`src/rtl/idec_pkg.sv`:
```
package idec_pkg;

  localparam int IW    = 32;
  localparam int RIW   = 5;
  localparam int OPW   = 6;
  localparam int FNW   = 6;
  localparam int TGW   = 26;
  localparam int IMMW  = 16;
  localparam int SZW   = 3;
  localparam int SEGW  = IW - TGW - 2;

  typedef enum logic [1:0] {
    FMT_R    = 2'd0,
    FMT_I    = 2'd1,
    FMT_J    = 2'd2,
    FMT_NONE = 2'd3
  } fmt_e;

  typedef enum logic [1:0] {
    CLS_OP   = 2'd0,
    CLS_FUNC = 2'd1,
    CLS_RT   = 2'd2
  } cls_e;

  typedef struct packed {
    logic             legal;
    fmt_e             fmt;
    logic             sh_is_src1;
    logic             imm_is_src2;
    logic             zext;
    logic             link;
    logic [SZW-1:0]   size;
  } ctl_t;

  function automatic ctl_t mk_ctl(fmt_e f, logic sh1, logic im2, logic zx,
                                  logic lnk, logic [SZW-1:0] sz);
    ctl_t c;
    c.legal       = 1'b1;
    c.fmt         = f;
    c.sh_is_src1  = sh1;
    c.imm_is_src2 = im2;
    c.zext        = zx;
    c.link        = lnk;
    c.size        = sz;
    return c;
  endfunction

  function automatic ctl_t bad_ctl();
    ctl_t c;
    c = '0;
    c.fmt = FMT_NONE;
    return c;
  endfunction

  function automatic logic [IW-1:0] widen_imm(logic [IMMW-1:0] v, logic zx);
    return zx ? {{(IW-IMMW){1'b0}}, v} : {{(IW-IMMW){v[IMMW-1]}}, v};
  endfunction

  function automatic logic [IW-1:0] rel_target(logic [IW-1:0] base,
                                               logic [IW-1:0] simm);
    return base + (simm << 2);
  endfunction

  function automatic logic [IW-1:0] seg_target(logic [SEGW-1:0] seg,
                                               logic [TGW-1:0] t);
    return {seg, t, 2'b00};
  endfunction

  function automatic logic is_misaligned(logic [1:0] low, logic [SZW-1:0] sz);
    return ((sz == SZW'(4)) && (low != 2'b00)) ||
           ((sz == SZW'(2)) && low[0]);
  endfunction

endpackage

```
`src/rtl/idec_fields.sv`:
```
module idec_fields
  import idec_pkg::*;
(
  input  logic [IW-1:0]   word,
  output logic [OPW-1:0]  op,
  output logic [RIW-1:0]  rs,
  output logic [RIW-1:0]  rt,
  output logic [RIW-1:0]  rd,
  output logic [RIW-1:0]  sh,
  output logic [FNW-1:0]  fn,
  output logic [TGW-1:0]  tgt,
  output logic [IMMW-1:0] imm16
);

  localparam int OP_LO = IW - OPW;
  localparam int RS_LO = OP_LO - RIW;
  localparam int RT_LO = RS_LO - RIW;
  localparam int RD_LO = RT_LO - RIW;
  localparam int SH_LO = RD_LO - RIW;

  always_comb begin
    op    = word[OP_LO +: OPW];
    rs    = word[RS_LO +: RIW];
    rt    = word[RT_LO +: RIW];
    rd    = word[RD_LO +: RIW];
    sh    = word[SH_LO +: RIW];
    fn    = word[0 +: FNW];
    tgt   = word[0 +: TGW];
    imm16 = word[0 +: IMMW];
  end

endmodule

```
`src/rtl/idec_table.sv`:
```
module idec_table
  import idec_pkg::*;
(
  input  logic [OPW-1:0] op,
  input  logic [RIW-1:0] rt,
  input  logic [FNW-1:0] fn,
  output cls_e           cls,
  output ctl_t           ctl
);

  ctl_t func_ctl;
  ctl_t rt_ctl;
  ctl_t op_ctl;

  always_comb begin
    case (fn)
      6'h00, 6'h02, 6'h03:
        func_ctl = mk_ctl(FMT_R, 1'b1, 1'b0, 1'b0, 1'b0, 3'd0);
      6'h04, 6'h06, 6'h07, 6'h08, 6'h09,
      6'h20, 6'h21, 6'h22, 6'h23, 6'h24, 6'h25, 6'h26, 6'h27,
      6'h2A, 6'h2B:
        func_ctl = mk_ctl(FMT_R, 1'b0, 1'b0, 1'b0, 1'b0, 3'd0);
      default:
        func_ctl = bad_ctl();
    endcase
  end

  always_comb begin
    case (rt)
      5'h00, 5'h01:
        rt_ctl = mk_ctl(FMT_I, 1'b0, 1'b0, 1'b0, 1'b0, 3'd0);
      5'h10, 5'h11:
        rt_ctl = mk_ctl(FMT_I, 1'b0, 1'b0, 1'b0, 1'b1, 3'd0);
      default:
        rt_ctl = bad_ctl();
    endcase
  end

  always_comb begin
    case (op)
      6'h02: op_ctl = mk_ctl(FMT_J, 1'b0, 1'b0, 1'b0, 1'b0, 3'd0);
      6'h03: op_ctl = mk_ctl(FMT_J, 1'b0, 1'b0, 1'b0, 1'b1, 3'd0);
      6'h04, 6'h05, 6'h06, 6'h07:
             op_ctl = mk_ctl(FMT_I, 1'b0, 1'b0, 1'b0, 1'b0, 3'd0);
      6'h08, 6'h09, 6'h0A, 6'h0B:
             op_ctl = mk_ctl(FMT_I, 1'b0, 1'b1, 1'b0, 1'b0, 3'd0);
      6'h0C, 6'h0D, 6'h0E, 6'h0F:
             op_ctl = mk_ctl(FMT_I, 1'b0, 1'b1, 1'b1, 1'b0, 3'd0);
      6'h20, 6'h24, 6'h28:
             op_ctl = mk_ctl(FMT_I, 1'b0, 1'b0, 1'b0, 1'b0, 3'd1);
      6'h21, 6'h25, 6'h29:
             op_ctl = mk_ctl(FMT_I, 1'b0, 1'b0, 1'b0, 1'b0, 3'd2);
      6'h23, 6'h2B:
             op_ctl = mk_ctl(FMT_I, 1'b0, 1'b0, 1'b0, 1'b0, 3'd4);
      default:
             op_ctl = bad_ctl();
    endcase
  end

  always_comb begin
    if (op == '0) begin
      cls = CLS_FUNC;
      ctl = func_ctl;
    end else if (op == OPW'(1)) begin
      cls = CLS_RT;
      ctl = rt_ctl;
    end else begin
      cls = CLS_OP;
      ctl = op_ctl;
    end
  end

endmodule

```
`src/rtl/idec_operands.sv`:
```
module idec_operands
  import idec_pkg::*;
#(
  parameter int LINK_REG = 31
) (
  input  ctl_t            ctl,
  input  logic [RIW-1:0]  rt_f,
  input  logic [RIW-1:0]  rd_f,
  input  logic [RIW-1:0]  sh_f,
  input  logic [IMMW-1:0] imm16,
  input  logic [TGW-1:0]  tgt,
  input  logic [IW-1:0]   npc,
  input  logic [IW-1:0]   rs_val,
  input  logic [IW-1:0]   rt_val,
  output logic            dst_valid,
  output logic [RIW-1:0]  dst_idx,
  output logic [IW-1:0]   imm_x,
  output logic [IW-1:0]   jtgt,
  output logic [IW-1:0]   ea,
  output logic [IW-1:0]   op_a,
  output logic [IW-1:0]   op_b,
  output logic [SZW-1:0]  size,
  output logic            misalign
);

  logic [IW-1:0] imm_signed;

  always_comb begin
    imm_signed = widen_imm(imm16, 1'b0);
    imm_x      = widen_imm(imm16, ctl.zext);
  end

  always_comb begin
    dst_valid = 1'b0;
    dst_idx   = '0;
    if (ctl.legal) begin
      if (ctl.link) begin
        dst_valid = 1'b1;
        dst_idx   = RIW'(LINK_REG);
      end else if (ctl.fmt == FMT_R) begin
        dst_valid = 1'b1;
        dst_idx   = rd_f;
      end else if (ctl.fmt == FMT_I) begin
        dst_valid = 1'b1;
        dst_idx   = rt_f;
      end
    end
  end

  always_comb begin
    case (ctl.fmt)
      FMT_R:   jtgt = rs_val;
      FMT_I:   jtgt = rel_target(npc, imm_signed);
      FMT_J:   jtgt = seg_target(npc[IW-1 -: SEGW], tgt);
      default: jtgt = '1;
    endcase
  end

  always_comb begin
    ea       = rs_val + imm_x;
    op_a     = ctl.sh_is_src1 ? {{(IW-RIW){1'b0}}, sh_f} : rs_val;
    op_b     = ctl.imm_is_src2 ? imm_x : rt_val;
    size     = ctl.legal ? ctl.size : '0;
    misalign = ctl.legal && is_misaligned(ea[1:0], size);
  end

endmodule

```
`src/rtl/insn_field_decoder.sv`:
```
module insn_field_decoder
  import idec_pkg::*;
#(
  parameter int LINK_REG = 31
) (
  input  logic              clk,
  input  logic              rst_n,
  input  logic              in_valid,
  input  logic [31:0]       instr,
  input  logic [31:0]       next_pc,
  input  logic [31:0]       rs_data,
  input  logic [31:0]       rt_data,
  output logic              out_valid,
  output logic [5:0]        f_op,
  output logic [4:0]        f_rs,
  output logic [4:0]        f_rt,
  output logic [4:0]        f_rd,
  output logic [4:0]        f_sh,
  output logic [5:0]        f_func,
  output logic [25:0]       f_target,
  output logic [1:0]        tbl_class,
  output logic [1:0]        ifmt,
  output logic              illegal,
  output logic              dst_valid,
  output logic [4:0]        dst_idx,
  output logic [31:0]       imm_ext,
  output logic [31:0]       jtarget,
  output logic [31:0]       addr,
  output logic [31:0]       src1,
  output logic [31:0]       src2,
  output logic [2:0]        acc_size,
  output logic              addr_err
);

  logic [OPW-1:0]  w_op;
  logic [RIW-1:0]  w_rs, w_rt, w_rd, w_sh;
  logic [FNW-1:0]  w_fn;
  logic [TGW-1:0]  w_tgt;
  logic [IMMW-1:0] w_imm16;
  cls_e            w_cls;
  ctl_t            w_ctl;
  logic            w_dst_valid;
  logic [RIW-1:0]  w_dst_idx;
  logic [IW-1:0]   w_imm, w_jt, w_ea, w_a, w_b;
  logic [SZW-1:0]  w_size;
  logic            w_misalign;

  idec_fields u_fields (
    .word  (instr),
    .op    (w_op),
    .rs    (w_rs),
    .rt    (w_rt),
    .rd    (w_rd),
    .sh    (w_sh),
    .fn    (w_fn),
    .tgt   (w_tgt),
    .imm16 (w_imm16)
  );

  idec_table u_table (
    .op  (w_op),
    .rt  (w_rt),
    .fn  (w_fn),
    .cls (w_cls),
    .ctl (w_ctl)
  );

  idec_operands #(.LINK_REG(LINK_REG)) u_operands (
    .ctl       (w_ctl),
    .rt_f      (w_rt),
    .rd_f      (w_rd),
    .sh_f      (w_sh),
    .imm16     (w_imm16),
    .tgt       (w_tgt),
    .npc       (next_pc),
    .rs_val    (rs_data),
    .rt_val    (rt_data),
    .dst_valid (w_dst_valid),
    .dst_idx   (w_dst_idx),
    .imm_x     (w_imm),
    .jtgt      (w_jt),
    .ea        (w_ea),
    .op_a      (w_a),
    .op_b      (w_b),
    .size      (w_size),
    .misalign  (w_misalign)
  );

  always_ff @(posedge clk or negedge rst_n) begin
    if (!rst_n) begin
      out_valid <= 1'b0;
      f_op      <= '0;
      f_rs      <= '0;
      f_rt      <= '0;
      f_rd      <= '0;
      f_sh      <= '0;
      f_func    <= '0;
      f_target  <= '0;
      tbl_class <= '0;
      ifmt      <= '0;
      illegal   <= 1'b0;
      dst_valid <= 1'b0;
      dst_idx   <= '0;
      imm_ext   <= '0;
      jtarget   <= '0;
      addr      <= '0;
      src1      <= '0;
      src2      <= '0;
      acc_size  <= '0;
      addr_err  <= 1'b0;
    end else begin
      out_valid <= in_valid;
      if (in_valid) begin
        f_op      <= w_op;
        f_rs      <= w_rs;
        f_rt      <= w_rt;
        f_rd      <= w_rd;
        f_sh      <= w_sh;
        f_func    <= w_fn;
        f_target  <= w_tgt;
        tbl_class <= w_cls;
        ifmt      <= w_ctl.fmt;
        illegal   <= !w_ctl.legal;
        dst_valid <= w_dst_valid;
        dst_idx   <= w_dst_idx;
        imm_ext   <= w_imm;
        jtarget   <= w_jt;
        addr      <= w_ea;
        src1      <= w_a;
        src2      <= w_b;
        acc_size  <= w_size;
        addr_err  <= w_misalign;
      end
    end
  end

endmodule

```
`config.mk`:
```
export PLATFORM = sky130hd
export DESIGN_NAME = insn_field_decoder
export DESIGN_NICKNAME = d
export VERILOG_FILES = /design/src/rtl/idec_pkg.sv /design/src/rtl/idec_fields.sv /design/src/rtl/idec_table.sv /design/src/rtl/idec_operands.sv /design/src/rtl/insn_field_decoder.sv
export SDC_FILE = /design/constraint.sdc
export NUM_CORES = 1
export LEC_CHECK = 0
export CAP_MARGIN = 25
export CORE_ASPECT_RATIO = 0.8
export CORE_UTILIZATION = 50
export CTS_BUF_LIST = sky130_fd_sc_hd__clkbuf_8
export DETAILED_ROUTE_END_ITERATION = 7
export GPL_ROUTABILITY_DRIVEN = 0
export PLACE_DENSITY = 0.86
export SETUP_SLACK_MARGIN = 0.3
export SLEW_MARGIN = 40
export SYNTH_ARGS = -nofsm -noshare
export SYNTH_HDL_FRONTEND = slang
export SYNTH_SLANG_ARGS = --single-unit
```
`constraint.sdc`:
```
create_clock -name clk -period 2.07 [get_ports clk]
set_input_delay 0.207 -clock clk [delete_from_list [all_inputs] [get_ports clk]]
set_output_delay 0.207 -clock clk [all_outputs]
set_load 0.02 [all_outputs]
```
==> results of run 1 <==
-- through the flow --
stage	area, sq um	util [%]	instances
global placement	17400	79.8	2017
floorplan	11800	-	1186
detailed placement	17400	79.8	2017
CTS	19100	87.8	2099
-- logic make-up after synthesis --
kind of cell    Yosys count
flops                   177
xor+xnor                 43
simple gates            334
fa+ha+maj                62
compound gates          359
buf+inv                 145
mux                      66
-- per-layer routing --
metal / GRT overflow / GRT usage [%]
met5: 0 / 5.87
met4: 4 / 60.2
met3: 0 / 47.0
met2: 2 / 86.8
met1: 0 / 69.2
-- timing repair --
action	4_1_cts
hold endpoints to repair	53
pin swaps	116
gates resized for setup	358
hold buffers	1
endpoints found under the setup margin	123
buffers inserted	47
cloned	2
==> qor.csv, run 1 <==
stage;metric;value;unit
run_status;status;stopped before the end;
run_status;Failed at;5_1_grt;
run_status;error msg;[ERROR GRT-0232] Routing congestion too high. Check the congestion heatmap in the GUI.;
yosys;synth top area cells;dfrtp_1 (40%), ha_1 (6.7%), mux2_2 (6.0%);
yosys;Synth Area in Simple Gates;13.5;%
yosys;Synth Area in Compound Gates;22.7;%
floorplanning;row cnt;48;
place;PortBufs;364;
cts;Num CTS Buffers;17;
grt;pin count of the biggest net entering global routing;109;
yosys;Yosys cell types;80;
cts;H-tree depth;4;
yosys;sequential fraction of the synthesis area;39.6;%
yosys;Avg Cell Area, Syn;9.44;sq um
yosys;Synth Area in XOR/XNOR;3.37;%
place;HPWL Detailed;34.7;mm
cts;clock sink total;177;
yosys;largest family of logic cells by synthesized area;compound AO/OA/AOI/OAI gates;
yosys;post-synth top area cell;dfrtp_1;
sta;grt repair worst endpoint;addr[24]$_DFFE_PN0P_/D;
yosys;post-synth top area share;39.6;%
cts;clock tree root buffer cell;clkbuf_8;
place;DP Worst Slack;-1.10;ns
yosys;mapped cell area;0.0112;sq mm
sta;worst_ep kind;sequential cell input;
yosys;count leader, synth;dfrtp_1;
yosys;adder-cell share of the synthesized area;7.07;%
yosys;Synthesis Warnings;0;
cts;clock buffer depth;2;
floorplanning;die height;136;microns
yosys;Post-synth top cells;dfrtp_1 (177), nand2_1 (130), a21oi_1 (107);
yosys;multiplexer area fraction after synthesis;6.57;%
grt;total gr overflow;6;
grt;initial antenna violation count;7;
floorplanning;Die Span X;169;microns
grt;total global-route track usage;66.2;%
yosys;Post-synth EDFFs;0;
floorplanning;Initial Utilization;51.5;%
yosys;cells after synthesis;1186;
yosys;Async SR Flop Fraction;100;%
floorplanning;Ports;365;
yosys;Syn Nets;1379;
yosys;Synth Flop Type;dfrtp_1;
yosys;Yosys reg bits;177;
==> run 2: changes to the inputs <==
--- a/config.mk
+++ b/config.mk
@@ -6,13 +6,10 @@
 export NUM_CORES = 1
 export LEC_CHECK = 0
 export CAP_MARGIN = 25
-export CORE_ASPECT_RATIO = 0.8
-export CORE_UTILIZATION = 50
-export CTS_BUF_LIST = sky130_fd_sc_hd__clkbuf_8
+export CORE_UTILIZATION = 35
 export DETAILED_ROUTE_END_ITERATION = 7
 export GPL_ROUTABILITY_DRIVEN = 0
-export PLACE_DENSITY = 0.86
-export SETUP_SLACK_MARGIN = 0.3
+export PLACE_DENSITY_LB_ADDON = 0.15
 export SLEW_MARGIN = 40
 export SYNTH_ARGS = -nofsm -noshare
 export SYNTH_HDL_FRONTEND = slang
==> run 2 against run 1 <==
Against the previous run:
- the flow now finishes, with violations (negative setup slack)
- area after synthesis is the same
- synthesized cell count did not move
==> qor.csv, run 2 <==
stage;metric;value;unit;change
run_status;status;complete, but fails checks;;
run_status;failing checks;negative setup slack;;
worst_setup_path;R2R depth;4;;
pwr;overall power;12.9;mW;
floorplanning;die area;0.0327;sq mm;
worst_setup_path;Startpoint Class;input port;;
drt;Routed Antenna Nets;0;;
sta;Fmax;459;MHz;
yosys;Synth Flop Type;dfrtp_1;;
drt;vias;11600;;
sta;worst slew pin tran;0.514;ns;
sta;Hold Slack;0.118;ns;
worst_setup_path;required time worst endpoint;2.40;ns;
yosys;mapped cell area;0.0112;sq mm;unchanged
floorplanning;Initial Utilization;35.6;%;-16 points
sta;Final period util;105;%;
worst_setup_path;Critical Path Start;instr[0];;
drt;via/cell ratio;5.31;;
grt;initial antenna violation count;7;;
yosys;cells after synthesis;1186;;unchanged
job;maxcap violations;0;;
sta;crit path time final;2.18;ns;
floorplanning;Die Span X;181;microns;+6.8%
sta;final hold violations;0;;
drt;WL/cell;20.3;microns;
grt;total gr overflow;0;;
yosys;Async SR Flop Fraction;100;%;unchanged
pwr;clock power share;26.9;%;
cts;clock slew at reported path FFs;0.07;ns;
worst_hold_path;hold path cells;3;;
finish;Final nets;1955;;
pwr;leakage power;8.13;nW;
place;PortBufs;364;;unchanged
cts;clock sink total;177;;unchanged
floorplanning;row cnt;65;;+35%
worst_setup_path;CP cell instances;buf_8 -> ha_4 -> fa_2 -> a211o_1 -> a2111oi_4 -> buf_4 -> nor3_4 -> o21ai_2 -> nand3b_1 -> a21bo_2 -> a211o_1;;
drt;total detailed-routing wirelength;44.3;mm;
worst_setup_path;CP Max Fanout;4;;
cts;H-tree depth;4;;unchanged
worst_setup_path;Worst path depth;11;;
yosys;count leader, synth;dfrtp_1;;
pwr;sw frac;34.9;%;
pwr;Int Power;8.39;mW;
pwr;PwrDens;681;mW/mm^2;
worst_setup_path;CP delay by family, top;compound AO/OA/AOI/OAI gates;;
worst_setup_path;Worst R2R Start;jtarget[31]$_DFFE_PN0P_;;
cts;CTS tree;yes;;
pwr;P_sw;4.51;mW;
worst_hold_path;worst hold-check path type;input port to flip-flop;;
cts;Num CTS Buffers;17;;unchanged
floorplanning;die height;181;microns;+33%
pwr;peak supply drop;0.551;mV;
drt;DRC viols;0;;
finish;commonest non-fill, non-tap cell in the layout;clkdlybuf4s50_1;;
yosys;Avg Cell Area, Syn;9.44;sq um;unchanged
pwr;share of power burned in registers;32.6;%;
place;HPWL Detailed;32.8;mm;-5.3%
grt;global-route wire length before repair;66.9;mm;
yosys;Post-synth EDFFs;0;;unchanged
sta;max-slew violation total from the final report;0;;
cts;clock buffer depth;2;;unchanged
worst_hold_path;Hold Path Origin;instr[1];;
floorplanning;Core Area;0.0315;sq mm;
yosys;sequential fraction of the synthesis area;39.6;%;unchanged
finish;synthesis-to-finish area growth;69.2;%;
yosys;Post-synth top cells;dfrtp_1 (177), nand2_1 (130), a21oi_1 (107);;
pwr;Comb pwr share;40.5;%;
yosys;synth top area cells;dfrtp_1 (40%), ha_1 (6.7%), mux2_2 (6.0%);;
yosys;post-synth top area cell;dfrtp_1;;
finish;FILL cells;2670;;
yosys;Yosys reg bits;177;;unchanged
grt;total global-route track usage;26.6;%;
sta;clock skew;0;ns;
yosys;Synthesis Warnings;0;;unchanged
worst_setup_path;Slowest-stage cell, CP;fa_2;;
yosys;post-synth top area share;39.6;%;unchanged
worst_setup_path;Setup CP Type;input port to flip-flop;;
sta;max_slew headroom;65.7;%;
cts;Worst-Skew Late Latency;0.44;ns;
worst_setup_path;Buf/Inv on CP;2;;
worst_setup_path;largest stage delay on the critical path;0.38;ns;
sta;setup ws final;-0.110;ns;
drt;Initial DRT Pass Iterations;5;;
grt;vias in the first global route;11400;;
yosys;Yosys cell types;80;;unchanged
drt;DRT iter0 DRCs;838;;
yosys;Syn Nets;1379;;unchanged
sta;unrepaired setup endpoints after global routing;yes;;
sta;Final Setup Violations;10;;
worst_setup_path;Data arrival, critical path;2.51;ns;
worst_setup_path;Worst path most repeated cell;a211o_1;;
cts;clock tree root buffer cell;clkbuf_16;;
grt;pin count of the biggest net entering global routing;100;;
worst_setup_path;CP Capture Type;flip-flop;;
floorplanning;Ports;365;;unchanged
finish;share of layout cells above drive strength 1;33.2;%;
finish;most frequent cells in the layout;clkdlybuf4s50_1 (309), buf_4 (278), dfrtp_1 (177);;
run 2: stage by stage:
| stage | worst slack [ns] | cell area [sq um] | util, % | TNS (ns) | cells |
|---|---|---|---|---|---|
| 5_1_grt | -0.174 | 18900 | 60.1 | -1.68 | 2180 |
| 3_3_place_gp | -1.10 | 17100 | 54.4 | -68.56 | 2102 |
| 3_5_place_dp | -1.14 | 17100 | 54.4 | -71.14 | 2102 |
| 2_1_floorplan | -0.691 | 11500 | - | -8.39 | 1186 |
| 4_1_cts | -0.0928 | 18500 | 58.9 | -0.494 | 2166 |
| 6_report | -0.110 | 18900 | 60.2 | -0.431 | 2182 |
run 2: repair_timing:
action	in CTS	in global routing
gates cloned	2	0
hold buffers	1	0
pin swaps	77	55
setup buffers	31	14
gates resized for setup	213	91
hold endpoints to repair	45	0
setup endpoints to repair	71	38
run 2: per-layer routing:
layer	wire length [microns]	vias to the layer above	share of wire (%)	global-route usage [%]
met2	21300	360	48	42.9
met1	19700	5729	45	36.1
met4	862	2	1.9	8.75
met5	13	-	0.029	0
met3	2370	60	5.3	4.52
li1	-	5439	-	-
run 2: worst paths after layout:
| path | endpoint | slack [ns] |
|---|---|---|
| worst max-delay path | addr[24]$_DFFE_PN0P_ | -0.11 |
| worst min-delay path | f_func[1]$_DFFE_PN0P_ | 0.12 |
| worst max register to register | jtarget[31]$_DFFE_PN0P_ | 0.97 |
| worst min register to register | src1[31]$_DFFE_PN0P_ | 0.48 |
| max in group asynchronous | addr[30]$_DFFE_PN0P_ | 1.13 |
| min in group asynchronous | f_sh[1]$_DFFE_PN0P_ | 0.27 |
run 2: tightest hold or removal path: cells and delay by family:
| family | cells | cell delay [ns] |
|---|---|---|
| buffers and inverters | 2 | 0.19 |
| multiplexers | 1 | 0.13 |
run 2: cells by family after synthesis:
logic type / count (synthesis) / share of synthesized area (%)
AOI/OAI and AO/OA: 359 / 22.7
adders and majority gates: 62 / 7.07
and+or+nand+nor: 334 / 13.5
muxes: 66 / 6.57
DFF: 177 / 39.6
xor gates and xnor gates: 43 / 3.37
buffers and inverters: 145 / 7.23
run 2: layout make-up:
| class | count | area [sq um] | area share (%) |
|---|---|---|---|
| timing repair buffer | 680 | 6220 | 32.9 |
| tap | 402 | 503 | 2.66 |
| clock buffer | 18 | 429 | 2.27 |
| multi-input combinational | 864 | 7090 | 37.4 |
| antenna | 5 | 12.5 | 0.0661 |
| sequential | 177 | 4430 | 23.4 |
| inverter | 22 | 85.1 | 0.449 |
| clock inverter | 14 | 165 | 0.872 |
run 2: power groups by stage:
stage | Combinational (mW) | Clock [mW] | Sequential (mW)
2_1_floorplan | 1.90 | 0 | 4.74
3_3_place_gp | 4.72 | 0 | 4.26
3_5_place_dp | 4.76 | 0 | 4.27
4_1_cts | 5.04 | 3.52 | 4.21
5_1_grt | 5.55 | 3.66 | 4.27
6_report | 5.22 | 3.47 | 4.21
(Power assumes the default switching activity.)
